--- src/rtl/pcm_rx_pkg.sv ---
package pcm_rx_pkg;
    localparam int unsigned SMP_W   = 20;
    localparam int unsigned SHORT_W = 16;
    localparam int unsigned PAD_W   = SMP_W - SHORT_W;
    typedef logic [SMP_W-1:0] sample_t;
endpackage

--- src/rtl/pcm_edge_det.sv ---
module pcm_edge_det (
    input  logic clk,
    input  logic rst_n,
    input  logic sig,
    output logic rise
);
    logic sig_d, sig_q;

    always_comb begin
        sig_d = sig;
    end

    always_ff @(posedge clk or negedge rst_n) begin
        if (!rst_n) sig_q <= 1'b0;
        else        sig_q <= sig_d;
    end

    assign rise = sig & ~sig_q;
endmodule

--- src/rtl/pcm_word_asm.sv ---
module pcm_word_asm
    import pcm_rx_pkg::*;
(
    input  logic    clk,
    input  logic    rst_n,
    input  logic    tick,
    input  logic    lr,
    input  logic    sd,
    input  logic    i2s,
    input  logic    wide,
    input  logic    swap,
    output sample_t left_o,
    output sample_t right_o,
    output logic    valid_o
);
    typedef struct packed {
        sample_t shreg;
        logic    lr_prev;
        logic    primed;
        logic    left_seen;
        sample_t left_pend;
        sample_t left_out;
        sample_t right_out;
        logic    valid;
    } asm_st_t;

    asm_st_t st_d, st_q;
    sample_t word;
    logic    left_lvl;

    always_comb begin
        left_lvl = ~(swap ^ i2s);
        if (i2s)
            word = {st_q.shreg[SHORT_W-2:0], sd, {PAD_W{1'b0}}};
        else if (wide)
            word = st_q.shreg;
        else
            word = {st_q.shreg[SHORT_W-1:0], {PAD_W{1'b0}}};

        st_d       = st_q;
        st_d.valid = 1'b0;
        if (tick) begin
            st_d.shreg   = {st_q.shreg[SMP_W-2:0], sd};
            st_d.lr_prev = lr;
            st_d.primed  = 1'b1;
            if (st_q.primed && (lr != st_q.lr_prev)) begin
                if (st_q.lr_prev == left_lvl) begin
                    st_d.left_pend = word;
                    st_d.left_seen = 1'b1;
                end else if (st_q.left_seen) begin
                    st_d.left_out  = st_q.left_pend;
                    st_d.right_out = word;
                    st_d.valid     = 1'b1;
                    st_d.left_seen = 1'b0;
                end
            end
        end
    end

    always_ff @(posedge clk or negedge rst_n) begin
        if (!rst_n) st_q <= '0;
        else        st_q <= st_d;
    end

    assign left_o  = st_q.left_out;
    assign right_o = st_q.right_out;
    assign valid_o = st_q.valid;
endmodule

--- src/rtl/pcm_run_det.sv ---
module pcm_run_det #(
    parameter int unsigned RUN_LEN = 65536
) (
    input  logic clk,
    input  logic rst_n,
    input  logic tick,
    input  logic sd,
    input  logic off,
    output logic flag
);
    localparam int unsigned CNT_W = $clog2(RUN_LEN + 1);
    localparam logic [CNT_W-1:0] CNT_MAX = CNT_W'(RUN_LEN);

    typedef struct packed {
        logic             last;
        logic [CNT_W-1:0] cnt;
        logic             flag;
    } run_st_t;

    run_st_t st_d, st_q;

    always_comb begin
        st_d = st_q;
        if (tick) begin
            if ((st_q.cnt != '0) && (sd == st_q.last))
                st_d.cnt = (st_q.cnt == CNT_MAX) ? st_q.cnt : st_q.cnt + 1'b1;
            else
                st_d.cnt = {{(CNT_W-1){1'b0}}, 1'b1};
            st_d.last = sd;
        end
        st_d.flag = ~off && (st_d.cnt == CNT_MAX);
    end

    always_ff @(posedge clk or negedge rst_n) begin
        if (!rst_n) st_q <= '0;
        else        st_q <= st_d;
    end

    assign flag = st_q.flag;
endmodule

--- src/rtl/serial_pcm_rx.sv ---
module serial_pcm_rx
    import pcm_rx_pkg::*;
#(
    parameter int unsigned RUN_LEN = 65536
) (
    input  logic             clk,
    input  logic             rst_n,
    input  logic             bclk,
    input  logic             lrclk,
    input  logic             sdata,
    input  logic             fmt_i2s,
    input  logic             wide20,
    input  logic             lr_swap,
    input  logic             run_off,
    output logic [SMP_W-1:0] left_data,
    output logic [SMP_W-1:0] right_data,
    output logic             sample_valid,
    output logic             const_flag
);
    logic bit_tick;

    pcm_edge_det u_bedge (
        .clk   (clk),
        .rst_n (rst_n),
        .sig   (bclk),
        .rise  (bit_tick)
    );

    pcm_word_asm u_asm (
        .clk     (clk),
        .rst_n   (rst_n),
        .tick    (bit_tick),
        .lr      (lrclk),
        .sd      (sdata),
        .i2s     (fmt_i2s),
        .wide    (wide20),
        .swap    (lr_swap),
        .left_o  (left_data),
        .right_o (right_data),
        .valid_o (sample_valid)
    );

    pcm_run_det #(.RUN_LEN(RUN_LEN)) u_run (
        .clk   (clk),
        .rst_n (rst_n),
        .tick  (bit_tick),
        .sd    (sdata),
        .off   (run_off),
        .flag  (const_flag)
    );
endmodule

--- config.mk ---
export PLATFORM = sky130hd
export DESIGN_NAME = serial_pcm_rx
export DESIGN_NICKNAME = d
export VERILOG_FILES = /design/src/rtl/pcm_rx_pkg.sv /design/src/rtl/pcm_edge_det.sv /design/src/rtl/pcm_word_asm.sv /design/src/rtl/pcm_run_det.sv /design/src/rtl/serial_pcm_rx.sv
export SDC_FILE = /design/constraint.sdc
export NUM_CORES = 1
export LEC_CHECK = 0
export BUFFER_PORTS_ARGS = -buffer_cell sky130_fd_sc_hd__clkbuf_2
export CAP_MARGIN = 20
export CELL_PAD_IN_SITES_DETAIL_PLACEMENT = 1
export CELL_PAD_IN_SITES_GLOBAL_PLACEMENT = 1
export CORE_ASPECT_RATIO = 0.6
export CORE_MARGIN = 2
export CORE_UTILIZATION = 46
export CTS_CLUSTER_DIAMETER = 100
export DETAILED_ROUTE_END_ITERATION = 10
export PLACE_DENSITY_LB_ADDON = 0.1
export SLEW_MARGIN = 20
export SYNTH_ARGS = -nofsm -noshare
export SYNTH_HDL_FRONTEND = slang
export SYNTH_SLANG_ARGS = --single-unit
export TNS_END_PERCENT = 30
--- constraint.sdc ---
create_clock -name clk -period 2.6 [get_ports clk]
set_input_delay 0.26 -clock clk [delete_from_list [all_inputs] [get_ports clk]]
set_output_delay 0.26 -clock clk [all_outputs]
set_load 0.005 [all_outputs]
== Word-level counts from Yosys, hierarchy flattened ==
Index checks and enable logic that the tools add are counted.

* Add/sub/neg operators: 1
* Equal/unequal tests: 5
* Multiplexer cells: 10
* Bitwise operators: 6
* Reduce and logical (&&, ||, !) cells: 7

{| class="wikitable"
|+ Operators by type and width
! operator !! number
|-
| 17-bit 2-to-1 mux || 3
|-
| 20-bit 2-to-1 mux || 2
|-
| 17-bit == test (second input constant) || 2
|-
| 17-bit by 1-bit adder with 17-bit output (second input constant) || 1
|-
| 17-bit nonzero test || 1
|-
| 1-bit 2-to-1 mux || 5
|-
| 1-bit inverter || 4
|-
| 4-bit AND reduction || 1
|-
| 1-bit logical AND || 3
|-
| 3-bit AND reduction || 1
|-
| 1-bit == test || 2
|-
| 2-bit AND reduction || 1
|-
| 1-bit bitwise AND || 1
|-
| 1-bit != test || 1
|-
| 1-bit XOR || 1
|}

* Flip-flop bits (word level): 104
* Input port bits: 9
* Output and inout bits: 42
* Logic and storage cells: 41

== Depth between registers and ports, before layout ==
Gate-level depths: netlist (run 1).

* Depth in word-level cells: 6
* Gate-level depth with buffers: 8
* Gate-level depth less buffers: 8

== Modules after synthesis ==
A second synthesis (run 1) with hierarchy kept.

* Cell total of the unflattened synthesis: 413
* Area, all modules: 5248.8 um^2

{| class="wikitable"
|+ Modules (own cells, without submodules)
! module !! times used !! cells each !! area each (um^2) !! seq. area each (um^2)
|-
| pcm_word_asm || 1 || 285 || 4026.4 || 2102.0
|-
| pcm_run_det || 1 || 126 || 1183.6 || 475.5
|-
| pcm_edge_det || 1 || 2 || 38.8 || 25.0
|}

== Worst setup path after synthesis (run 1) ==
Ideal clock, no wire load.

* Path kind: register to register
* Start: register u_run.st_q[7] (netlist bit)
* End: register u_run.st_q (netlist bit u_run.flag)
* Library setup time: 0.100 ns
* Arrival: 2.196 ns
* Required time: 2.500 ns
* Path slack: 0.304 ns
* Stages on the path, launching flop included: 8
* Buffers on the path: 1
* Clock period less this slack: 2.296 ns
* Path through: dfrtp_1 -> clkbuf_1 -> and4_1 -> nand4_4 -> xnor2_1 -> or4_1 -> or4_1 -> nor4bb_1

{| class="wikitable"
|+ RTL lines
! what !! line !! RTL
|-
| start: declaration || pcm_run_det.sv:20 || <nowiki>run_st_t st_d, st_q;</nowiki>
|-
| start signal: assignment || pcm_run_det.sv:36 || <nowiki>else st_q <= st_d;</nowiki>
|}

==> qor.log, run 1 <==
INFO  clock_network  insertion_delay=0.35ns
INFO  sta            timing.clock.skew=0.00647ns
INFO  pwr            fin_total_pwr=4.16mW
INFO  logic_synthesis synth.net_count=497
INFO  hold_path      hold_path.class=in2reg
INFO  cells_and_area number_of_nets_in_the_final_layout=504
INFO  cells_and_area total_of_fill_cells_in_the_finished_design=1,185
INFO  route          initialDrtViolationCount=222
INFO  pwr            p_seq_share=50.0%
INFO  clock_network  clock_pin_slew_of_the_registers_on_the_worst_case_setup_and_hold_paths=0.07ns
INFO  logic_synthesis synth_area_per_cell=10.4um2
INFO  sta            setup_violations=0
INFO  worst_setup_path startpoint=u_run.st_q[1]
INFO  logic_synthesis synth-warning-count=0
INFO  logic_synthesis post_synth_inst_count=486
INFO  clock_network  clock_tree_from_tritoncts=yes
INFO  worst_setup_path reg2reg_setup_slack=0.12ns
INFO  die            floorplan.die.height=85.2um
INFO  global_routing antenna_found_initial=0
INFO  pwr            irDropWorstVdd=0.404mV
INFO  global_routing wire_length_of_the_first_global_routing_pass=20,100um
INFO  sta            post-route-min-period=2.48ns
INFO  placed_design  place_ws=0.0382ns
INFO  logic_synthesis yosysMostFrequentCell=sky130_fd_sc_hd__dfrtp_1
INFO  logic_synthesis netlist_area=5060um2
INFO  global_routing via_count_of_the_first_global_routing_pass=3,634
INFO  worst_setup_path reg2reg_depth=7
INFO  sta            fin_crit_sh=95.5%
INFO  placed_design  place_congestion=0.895
INFO  cells_and_area area_growth_syn_to_layout=8.96%
INFO  placed_design  dp.cells=620
INFO  route          detail-route-antenna-nets=0
INFO  cells_and_area multi_input_area=2040um2
INFO  worst_setup_path regToRegEndpoint=u_run.flag
INFO  pwr            power_per_unit_of_standard_cell_area=756nW/um2
INFO  route          drt_drc_violations_left=0
INFO  pwr            combinationalPowerShare=18.0%
INFO  clock_network  cts-htree-levels=3
INFO  logic_synthesis ys.flop_type=sky130_fd_sc_hd__dfrtp_1
INFO  pwr            clock_power_share=32.0%
INFO  die            start_util=47.6%
INFO  logic_synthesis synth_async_sr_flop_share=100%
INFO  worst_setup_path end_kind=flip-flop
INFO  logic_synthesis ys_ff_latch=103
INFO  placed_design  dpl_cell_area=5200um2
INFO  worst_setup_path startpoint_type=flip-flop
INFO  sta            timing.slew.headroom=59.1%
INFO  global_routing grt_max_degree=79
INFO  worst_setup_path cp.required=2.85ns
INFO  cells_and_area drive_gt1_share=28.9%
INFO  logic_synthesis ys_top_cells_by_area=sky130_fd_sc_hd__dfrtp_1, sky130_fd_sc_hd__mux2_2, sky130_fd_sc_hd__nand2_1, sky130_fd_sc_hd__buf_4, sky130_fd_sc_hd__mux2i_1
INFO  job            max_cap_viol_count=0
INFO  worst_setup_path cp_data_arrival_time=2.73ns
INFO  global_routing globalRouteOverflowTotal=0
INFO  clock_network  tritoncts.num_buffers=9
INFO  hold_path      hold_path_depth=1
INFO  logic_synthesis synth_seq_area_share=51.0%
INFO  cells_and_area diodes_inserted=0
INFO  placed_design  io_buffer_count=50
INFO  die            num_rows=29
INFO  global_routing track_usage=22.1%
INFO  logic_synthesis synth.lib_cells_used.distinct=40
INFO  pwr            power.leakage=2.76nW
INFO  sta            timing.final.max_slew_violations=0
INFO  route          drt_pre_antenna_iters=4
INFO  worst_setup_path worstReg2RegStart=u_run.st_q[1]
INFO  route          routed_wirelength=12,300um
INFO  clock_network  cts_root_buffer=sky130_fd_sc_hd__clkbuf_16
INFO  route          routed-via-count=3,571
INFO  hold_path      worstHoldEndpoint=u_bedge.sig_q
INFO  logic_synthesis synth_area_leader_cell=sky130_fd_sc_hd__dfrtp_1
INFO  logic_synthesis synth_largest_type_area_fraction=51.0%
INFO  cells_and_area layout.cell_area.non_filler=5510um2
INFO  clock_network  numClockSinks=103
INFO  hold_path      start_point_of_the_worst_min_delay_path=bclk
INFO  placed_design  dpl.hpwl=8920um
INFO  cells_and_area instances_no_fill=637
INFO  route          avgRoutedWirePerCell=19.3um
INFO  sta            clock.fmax=0.403GHz
INFO  pwr            netSwitchingPower=1.27mW
INFO  clock_network  clk_path_buf_depth=2
INFO  route          routed_via_density=5.61
INFO  die            core_region_area=10,600um2
INFO  sta            timing.final.ws_setup=0.117ns
INFO  cells_and_area area.sequential=2580um2
INFO  pwr            sw_share=30.5%
INFO  worst_setup_path critical_path.max_fanout=8
INFO  cells_and_area final_standard_cell_utilization_of_the_core=51.8%
INFO  run_status     status=finished clean
INFO  sta            hold_viol_final=0
INFO  die            die_area=11,900um2
INFO  pwr            cell_internal_pwr=2.89mW
INFO  die            fp.dieW=139um
INFO  sta            worst_slew_pin_slew=0.608ns
INFO  worst_setup_path setup.worst_path.class=reg2reg
INFO  logic_synthesis synth_common_cells=sky130_fd_sc_hd__dfrtp_1, sky130_fd_sc_hd__nand2_1, sky130_fd_sc_hd__mux2_2, sky130_fd_sc_hd__buf_4, sky130_fd_sc_hd__o21ai_0
INFO  die            ios=51
INFO  logic_synthesis number_of_flops_mapped_to_enable_cells_by_yosys=0
final cells by class:
type / instances / share of cell area [%]
multi-input combinational: 308 / 37.0
inverter: 3 / 0.204
tap: 139 / 3.16
sequential: 103 / 46.8
timing repair buffer: 68 / 7.54
clock buffer: 9 / 4.09
clock inverter: 7 / 1.20
worst max-delay path by stage:
stage	endpoint	slack, ns	depth (start not counted)
6_report	u_run.flag	0.12	7
5_1_grt	u_run.flag	-0.02	7
4_1_cts	u_run.flag	0.03	7
3_5_place_dp	u_run.flag	0.04	7
3_3_place_gp	u_run.flag	0.17	7
2_1_floorplan	u_run.flag	0.30	7
flip-flops by register name, indices dropped and copies added (netlist names):
register       cells
u_asm.st_q        43
u_asm.left_o      20
u_asm.right_o     20
u_run.st_q        17
u_asm.valid_o      1
u_bedge.sig_q      1
u_run.flag         1
cell usage in the layout (no fill, tap or decap), types with 2 or more instances in the layout:
master	instances
sky130_fd_sc_hd__dfrtp_1	101
sky130_fd_sc_hd__nand2_1	96
sky130_fd_sc_hd__mux2_2	52
sky130_fd_sc_hd__clkbuf_2	49
sky130_fd_sc_hd__o21ai_0	30
sky130_fd_sc_hd__nand3_1	18
sky130_fd_sc_hd__mux2i_1	18
sky130_fd_sc_hd__nor2_1	17
sky130_fd_sc_hd__buf_4	16
sky130_fd_sc_hd__xnor2_1	12
sky130_fd_sc_hd__clkbuf_16	9
sky130_fd_sc_hd__nor2b_1	7
sky130_fd_sc_hd__nor4_1	6
sky130_fd_sc_hd__nand4_1	4
sky130_fd_sc_hd__a21oi_1	4
sky130_fd_sc_hd__and3_1	4
sky130_fd_sc_hd__xor2_1	4
sky130_fd_sc_hd__inv_1	3
sky130_fd_sc_hd__and4_1	3
sky130_fd_sc_hd__nor3_1	3
sky130_fd_sc_hd__o31ai_1	3
sky130_fd_sc_hd__nor4b_1	2
sky130_fd_sc_hd__nand2b_1	2
sky130_fd_sc_hd__o211ai_1	2
sky130_fd_sc_hd__a22o_1	2
sky130_fd_sc_hd__or4_1	2
sky130_fd_sc_hd__a41oi_1	2
sky130_fd_sc_hd__inv_6	2
sky130_fd_sc_hd__buf_12	2
sky130_fd_sc_hd__dfrtp_2	2
timing repair:
| action | in CTS | in global routing |
|---|---|---|
| gates resized for setup | 0 | 5 |
| hold endpoints to repair | 25 | 0 |
| buffers inserted | 0 | 0 |
| hold buffers | 1 | 0 |
| setup endpoints to repair | 0 | 1 |
power groups by stage:
stage	logic, mW	registers, mW	clock network, mW
after CTS	0.758	2.07	1.37
after global placement	0.728	2.08	0
after floorplan	0.585	2.02	0
after detailed placement	0.750	2.10	0
final	0.750	2.08	1.33
after global routing	0.833	2.12	1.43
metal layers:
metal	global-route usage, %	share of wire, %	vias up
li1	-	-	1627
met1	33.7	52	1829
met2	30.7	41	100
met3	5.93	5.9	15
met4	6.61	1.4	0
met5	0	0	-
kinds of logic after synthesis:
group	count (synthesis)	synth area share (%)
AO/OA/AOI/OAI	47	5.47
buffers and inverters	75	9.05
adder cells (fa/ha/maj)	2	0.495
multiplexers	70	15.1
XOR/XNOR	16	2.77
flip-flops	103	51.0
AND/OR/NAND/NOR	173	16.1
metrics by stage:
| step | TNS, ns | hold slack (ns) |
|---|---|---|
| after floorplan | 0 | -0.0356 |
| after global placement | 0 | 0.195 |
| after detailed placement | 0 | 0.198 |
| after CTS | 0 | 0.0752 |
| after global routing | -0.0197 | 0.0959 |
| final | 0 | 0.0878 |
worst max-delay path, stage by stage, from the launching register on:
cell and delay (ns):
sky130_fd_sc_hd__dfrtp_2 0.46, sky130_fd_sc_hd__ha_2 0.23, sky130_fd_sc_hd__and3_2 0.26, sky130_fd_sc_hd__nand4_1 0.12, sky130_fd_sc_hd__nand3_2 0.14, sky130_fd_sc_hd__or4_1 0.48, sky130_fd_sc_hd__or4_1 0.43, sky130_fd_sc_hd__nor4bb_1 0.27
Power figures use the tool's default switching activity.
==> run 2, diff against run 1 <==
--- a/config.mk
+++ b/config.mk
@@ -14,7 +14,7 @@
 export CORE_UTILIZATION = 46
 export CTS_CLUSTER_DIAMETER = 100
 export DETAILED_ROUTE_END_ITERATION = 10
-export PLACE_DENSITY_LB_ADDON = 0.1
+export PLACE_DENSITY = 0.79
 export SLEW_MARGIN = 20
 export SYNTH_ARGS = -nofsm -noshare
 export SYNTH_HDL_FRONTEND = slang
==> qor.log, run 2 (synthesis results as in run 1) <==
INFO  run_status     status=finished clean [unchanged]
INFO  route          detail-route-antenna-nets=0 [unchanged]
INFO  die            start_util=47.6% [unchanged]
INFO  cells_and_area multi_input_area=2050um2 [was 2040 um2]
INFO  global_routing track_usage=23.9% [was 22.1%]
INFO  cells_and_area total_of_fill_cells_in_the_finished_design=1,174 [was 1,185]
INFO  job            max_cap_viol_count=0 [unchanged]
INFO  cells_and_area number_of_nets_in_the_final_layout=506 [was 504]
INFO  route          routed_wirelength=13,100um [was 12,300 um]
INFO  sta            worst_slew_pin_slew=0.697ns [was 0.608 ns]
INFO  cells_and_area final_cell_mix=sky130_fd_sc_hd__dfrtp_1, sky130_fd_sc_hd__nand2_1, sky130_fd_sc_hd__mux2_2 [unchanged]
INFO  sta            timing.final.max_slew_violations=0 [unchanged]
INFO  placed_design  place_congestion=0.949 [was 0.895]
INFO  sta            setup_violations=0 [unchanged]
INFO  route          routed-via-count=3,660 [was 3,571]
INFO  global_routing antenna_found_initial=0 [unchanged]
INFO  cells_and_area max_flop_register=u_asm.st_q [unchanged]
INFO  sta            timing.clock.skew=0.0105ns [was 0.00647 ns]
INFO  cells_and_area drive_gt1_share=29.4% [was 28.9%]
INFO  global_routing grt_max_degree=54 [was 79]
INFO  worst_setup_path startpoint_type=flip-flop [unchanged]
INFO  cells_and_area area_growth_syn_to_layout=9.90% [was 8.96%]
INFO  die            num_rows=29 [unchanged]
INFO  sta            fin_crit_sh=96.1% [was 95.5%]
INFO  sta            final.hold.worst_slack=0.0930ns [was 0.0878 ns]
INFO  die            ios=51 [unchanged]
INFO  placed_design  io_buffer_count=50 [unchanged]
INFO  pwr            power.leakage=2.78nW [was 2.76 nW]
INFO  clock_network  clock_tree_from_tritoncts=yes [unchanged]
INFO  die            core_region_area=10,600um2 [unchanged]
INFO  route          drt_drc_violations_left=0 [unchanged]
INFO  sta            post-route-min-period=2.50ns [was 2.48 ns]
INFO  clock_network  numClockSinks=103 [unchanged]
INFO  sta            clock.fmax=0.400GHz [was 0.403 GHz]
INFO  die            die_area=11,900um2 [unchanged]
INFO  die            floorplan.die.height=85.2um [unchanged]
INFO  pwr            power_per_unit_of_standard_cell_area=780nW/um2 [was 756 nW/um2]
INFO  placed_design  dpl.hpwl=9460um [was 8920 um]
INFO  route          initialDrtViolationCount=220 [was 222]
INFO  worst_setup_path cp.required=2.85ns [about the same]
INFO  worst_setup_path reg2reg_setup_slack=0.10ns [was 0.12 ns]
INFO  clock_network  clock_pin_slew_of_the_registers_on_the_worst_case_setup_and_hold_paths=0.07ns [about the same]
INFO  cells_and_area area.sequential=2580um2 [unchanged]
INFO  sta            timing.final.ws_setup=0.101ns [was 0.117 ns]
INFO  global_routing globalRouteOverflowTotal=0 [unchanged]
INFO  worst_setup_path cp_data_arrival_time=2.74ns [was 2.73 ns]
INFO  worst_setup_path setup.worst_path.class=reg2reg [unchanged]
INFO  pwr            irDropWorstVdd=0.481mV [was 0.404 mV]
INFO  global_routing via_count_of_the_first_global_routing_pass=3,807 [was 3,634]
INFO  placed_design  place_ws=0.0945ns [was 0.0382 ns]
INFO  hold_path      hold_path.class=in2reg [unchanged]
INFO  sta            hold_viol_final=0 [unchanged]
INFO  pwr            fin_total_pwr=4.34mW [was 4.16 mW]
INFO  sta            timing.slew.headroom=53.6% [was 59.1%]
INFO  route          avgRoutedWirePerCell=20.6um [was 19.3 um]
INFO  sta            finalSetupTns=0ns [unchanged]
INFO  route          drt_pre_antenna_iters=5 [was 4]
INFO  clock_network  insertion_delay=0.35ns [about the same]
INFO  die            fp.dieW=139um [unchanged]
INFO  global_routing wire_length_of_the_first_global_routing_pass=21,700um [was 20,100 um]
INFO  cells_and_area number_of_flip_flops_in_the_largest_register=43 [unchanged]
INFO  clock_network  clk_path_buf_depth=2 [unchanged]
INFO  sta            rsz0062_at_grt=no
INFO  clock_network  cts-htree-levels=3 [unchanged]
INFO  route          routed_via_density=5.73 [was 5.61]
INFO  clock_network  tritoncts.num_buffers=9 [unchanged]
INFO  clock_network  buffers_inserted_during_post_cts_setup_optimization=0 [unchanged]
INFO  worst_setup_path critical_path.max_fanout=7 [was 8]
INFO  clock_network  cts_root_buffer=sky130_fd_sc_hd__clkbuf_16 [unchanged]
INFO  worst_setup_path end_kind=flip-flop [unchanged]
INFO  cells_and_area mostFrequentLayoutCell=sky130_fd_sc_hd__dfrtp_1 [unchanged]
INFO  cells_and_area diodes_inserted=0 [unchanged]
[run 2: cell types whose count changed in the layout (fill, tap and decap cells not counted), sizes merged]
cell	delta
clkinvlp	+1
clkinv	-3
bufinv	+2
buf	+2
[run 2: metal layers]
metal	track usage [%]	share of wire, %
met2	35.8	44
met4	5.97	1.4
met1	34.6	48
met5	0	0
met3	6.60	6.8
[run 2: area by class of cell]
class	count	share of cell area, %
clock inverters	7	1.82
multi-input cells	308	36.9
well taps	139	3.13
flip-flops and latches	103	46.4
inverters	3	0.203
clock buffers	9	4.05
repair buffers	70	7.52
[run 2: what timing repair did]
action,4_1_cts,5_1_grt
gates resized for setup,0,6
hold buffers,1,0
endpoints found under the setup margin,0,1
hold endpoints to repair,51,0
[run 2: critical path, cell delays in order (launching register included)]
cell	delay, ns
sky130_fd_sc_hd__dfrtp_1	0.47
sky130_fd_sc_hd__nor4_1	0.52
sky130_fd_sc_hd__and4_1	0.31
sky130_fd_sc_hd__nor2_1	0.08
sky130_fd_sc_hd__a22o_1	0.26
sky130_fd_sc_hd__or4_1	0.48
sky130_fd_sc_hd__nor4bb_1	0.27
[run 2: through the flow]
step | instance area, um2 | std cells | utilization (%)
floorplan | 5060 | 486 | -
global placement | 5200 | 622 | 48.9
detailed placement | 5200 | 622 | 48.9
CTS | 5540 | 639 | 52.1
global route | 5560 | 639 | 52.3
finish | 5560 | 639 | 52.3
[run 2: report_power, final]
part           switching [mW]  leakage, nW  internal, mW
combinational           0.411         1.23         0.369
sequential              0.226         1.39          1.85
clock                   0.623        0.153         0.854
total                    1.26         2.78          3.08
[run 2: worst paths after layout]
kind                                     start               to  depth (start not counted)
worst max-delay path             u_run.st_q[7]       u_run.flag                          6
worst min register to register  u_asm.st_q[48]  u_asm.left_o[7]                          1
worst min-delay path                      bclk    u_bedge.sig_q                          1
worst max register to register   u_run.st_q[7]       u_run.flag                          6
min in group asynchronous                rst_n   u_run.st_q[12]                          2
max in group asynchronous                rst_n   u_asm.st_q[61]                          3
==> run 3, diff against run 2 <==
--- a/config.mk
+++ b/config.mk
@@ -15,7 +15,6 @@
 export CTS_CLUSTER_DIAMETER = 100
 export DETAILED_ROUTE_END_ITERATION = 10
 export PLACE_DENSITY = 0.79
-export SLEW_MARGIN = 20
 export SYNTH_ARGS = -nofsm -noshare
 export SYNTH_HDL_FRONTEND = slang
 export SYNTH_SLANG_ARGS = --single-unit
==> constraint.sdc (replaced) <==
create_clock -name clk -period 2.6 [get_ports clk]
set_input_delay 0.52 -clock clk [delete_from_list [all_inputs] [get_ports clk]]
set_output_delay 0.52 -clock clk [all_outputs]
set_load 0.005 [all_outputs]
==> qor.log, run 3 (synthesis results as in run 1) <==
INFO  global_routing wire_length_of_the_first_global_routing_pass=19,900um [was 21,700 um]
INFO  route          routed-via-count=3,514 [was 3,660]
INFO  clock_network  cts.repair.resized=0 [unchanged]
INFO  die            start_util=47.6% [unchanged]
INFO  worst_setup_path critical_path_buf_inv_count=0 [unchanged]
INFO  worst_setup_path critical-path-top-delay-family=simple AND/OR/NAND/NOR gates [unchanged]
INFO  route          initialDrtViolationCount=229 [was 220]
INFO  clock_network  cts_hold_buffers=0 [was 1]
INFO  die            ios=51 [unchanged]
INFO  route          routed_wirelength=11,900um [was 13,100 um]
INFO  worst_setup_path end_kind=flip-flop [unchanged]
INFO  sta            rsz0062_at_grt=no [unchanged]
INFO  worst_setup_path path_cells=ha_2 -> and3_2 -> nand4_1 -> nand3_2 -> or4_1 -> or4_1 -> nor4bb_1 [was nor4_1 -> and4_1 -> nor2_1 -> a22o_1 -> or4_1 -> nor4bb_1]
INFO  cells_and_area number_of_flip_flops_in_the_largest_register=43 [unchanged]
INFO  worst_setup_path setup.worst_path.class=reg2reg [unchanged]
INFO  sta            finalSetupTns=0ns [unchanged]
INFO  cells_and_area area.sequential=2580um2 [about the same]
INFO  worst_setup_path cp.required=2.85ns [about the same]
INFO  sta            timing.slew.headroom=63.2% [was 53.6%]
INFO  global_routing track_usage=21.5% [was 23.9%]
INFO  run_status     status=finished clean [unchanged]
INFO  clock_network  tritoncts.num_buffers=9 [unchanged]
INFO  sta            hold_viol_final=0 [unchanged]
INFO  placed_design  dpl.hpwl=8890um [was 9460 um]
INFO  worst_setup_path critical_path.max_fanout=8 [was 7]
INFO  cells_and_area area_growth_syn_to_layout=9.67% [was 9.90%]
INFO  pwr            power_per_unit_of_standard_cell_area=759nW/um2 [was 780 nW/um2]
INFO  worst_setup_path crit_slowest_cell=sky130_fd_sc_hd__or4_1 [was sky130_fd_sc_hd__nor4_1]
INFO  route          avgRoutedWirePerCell=18.7um [was 20.6 um]
INFO  route          detail-route-antenna-nets=0 [unchanged]
INFO  worst_setup_path worst_path_largest_cell_delay=0.47ns [was 0.52 ns]
INFO  clock_network  clk_path_buf_depth=2 [unchanged]
INFO  worst_setup_path startpoint_type=flip-flop [unchanged]
INFO  die            fp.dieW=139um [unchanged]
INFO  global_routing via_count_of_the_first_global_routing_pass=3,570 [was 3,807]
INFO  clock_network  clock_tree_from_tritoncts=yes [unchanged]
INFO  cells_and_area multi_input_area=2040um2 [was 2050 um2]
INFO  pwr            irDropWorstVdd=0.394mV [was 0.481 mV]
INFO  hold_path      hold_path.class=in2async [was in2reg]
INFO  placed_design  io_buffer_count=50 [unchanged]
INFO  sta            fin_crit_sh=93.4% [was 96.1%]
INFO  clock_network  clock_pin_slew_of_the_registers_on_the_worst_case_setup_and_hold_paths=0.07ns [about the same]
INFO  route          routed_via_density=5.50 [was 5.73]
INFO  clock_network  cts-htree-levels=3 [unchanged]
INFO  global_routing globalRouteOverflowTotal=0 [unchanged]
INFO  worst_setup_path worst_path_most_repeated_cell=sky130_fd_sc_hd__or4_1
INFO  route          drt_pre_antenna_iters=4 [was 5]
INFO  cells_and_area max_flop_register=u_asm.st_q [unchanged]
INFO  route          drt_drc_violations_left=0 [unchanged]
INFO  clock_network  insertion_delay=0.35ns [about the same]
INFO  placed_design  place_congestion=0.989 [was 0.949]
INFO  cells_and_area total_of_fill_cells_in_the_finished_design=1,154 [was 1,174]
INFO  cells_and_area diodes_inserted=0 [unchanged]
INFO  pwr            power.leakage=2.77nW [was 2.78 nW]
INFO  cells_and_area number_of_nets_in_the_final_layout=506 [unchanged]
INFO  clock_network  buffers_inserted_during_post_cts_setup_optimization=0 [unchanged]
INFO  clock_network  cts_root_buffer=sky130_fd_sc_hd__clkbuf_16 [unchanged]
INFO  pwr            fin_total_pwr=4.21mW [was 4.34 mW]
INFO  sta            worst_slew_pin_slew=0.551ns [was 0.697 ns]
INFO  worst_setup_path cp_data_arrival_time=2.68ns [was 2.74 ns]
INFO  sta            clock.fmax=0.412GHz [was 0.400 GHz]
INFO  job            max_cap_viol_count=0 [unchanged]
INFO  global_routing antenna_found_initial=0 [unchanged]
INFO  cells_and_area final_cell_mix=sky130_fd_sc_hd__dfrtp_1, sky130_fd_sc_hd__nand2_1, sky130_fd_sc_hd__mux2_2 [unchanged]
INFO  cells_and_area drive_gt1_share=30.2% [was 29.4%]
INFO  die            floorplan.die.height=85.2um [unchanged]
INFO  cells_and_area mostFrequentLayoutCell=sky130_fd_sc_hd__dfrtp_1 [unchanged]
INFO  sta            post-route-min-period=2.43ns [was 2.50 ns]
INFO  sta            setup_violations=0 [unchanged]
INFO  global_routing grt_max_degree=39 [was 54]
INFO  sta            timing.clock.skew=0.00427ns [was 0.0105 ns]
INFO  sta            timing.final.max_slew_violations=0 [unchanged]
INFO  clock_network  numClockSinks=103 [unchanged]
INFO  die            num_rows=29 [unchanged]
INFO  die            die_area=11,900um2 [unchanged]
INFO  die            core_region_area=10,600um2 [unchanged]
[run 3: changes by cell type in the layout (fill, tap and decap cells not counted), sizes merged]
| cell | delta |
|---|---|
| dlygate4sd3 | -1 |
| clkinvlp | -1 |
| clkinv | +3 |
| bufinv | -1 |
| inv | -1 |
| buf | +1 |
[run 3: final cells by class]
| cell class | instances | area share (%) |
|---|---|---|
| clock buffer | 9 | 4.06 |
| inverter | 3 | 0.203 |
| tap | 139 | 3.14 |
| sequential | 103 | 46.6 |
| multi-input combinational | 308 | 36.9 |
| clock inverter | 7 | 1.44 |
| timing repair buffer | 70 | 7.71 |
[run 3: worst register-to-register path, stage by stage, from the launching register on]
cell	delay, ns
sky130_fd_sc_hd__dfrtp_2	0.46
sky130_fd_sc_hd__ha_2	0.23
sky130_fd_sc_hd__and3_2	0.25
sky130_fd_sc_hd__nand4_1	0.11
sky130_fd_sc_hd__nand3_2	0.12
sky130_fd_sc_hd__or4_1	0.47
sky130_fd_sc_hd__or4_1	0.42
sky130_fd_sc_hd__nor4bb_1	0.27
[run 3: per-stage QoR]
step	setup slack, ns	hold WS (ns)	cell area (um2)	std cells	util, %
global placement	0.130	0.461	5220	623	49.1
finish	0.172	0.105	5550	639	52.2
CTS	0.0726	0.130	5530	639	52.0
detailed placement	0.0360	0.476	5220	623	49.1
global route	0.0123	0.141	5550	639	52.2
floorplan	0.304	0.224	5060	486	-
[run 3: path summary, 6_finish.rpt]
path	from	endpoint	slack, ns	cells after the start
setup reg to reg	u_run.st_q[1]	u_run.flag	0.17	7
min in group clk	bclk	u_bedge.sig_q	0.35	1
max in group asynchronous	rst_n	u_asm.left_o[19]	1.87	2
hold reg to reg	u_asm.st_q[61]	u_asm.st_q[61]	0.49	1
hold / removal	rst_n	u_run.st_q[11]	0.11	1
setup / recovery	u_run.st_q[1]	u_run.flag	0.17	7
[run 3: power breakdown]
part	internal, mW	switching (mW)	leakage (nW)
clock	0.759	0.627	0.148
combinational	0.358	0.372	1.24
sequential	1.86	0.238	1.39
[run 3: layer usage]
metal	part of all wire, %	vias to the layer above	GRT usage, %
li1	-	1634	-
met1	49	1779	32.0
met2	43	89	31.1
met3	6.8	12	6.15
met4	1.0	0	5.60
met5	0	-	0
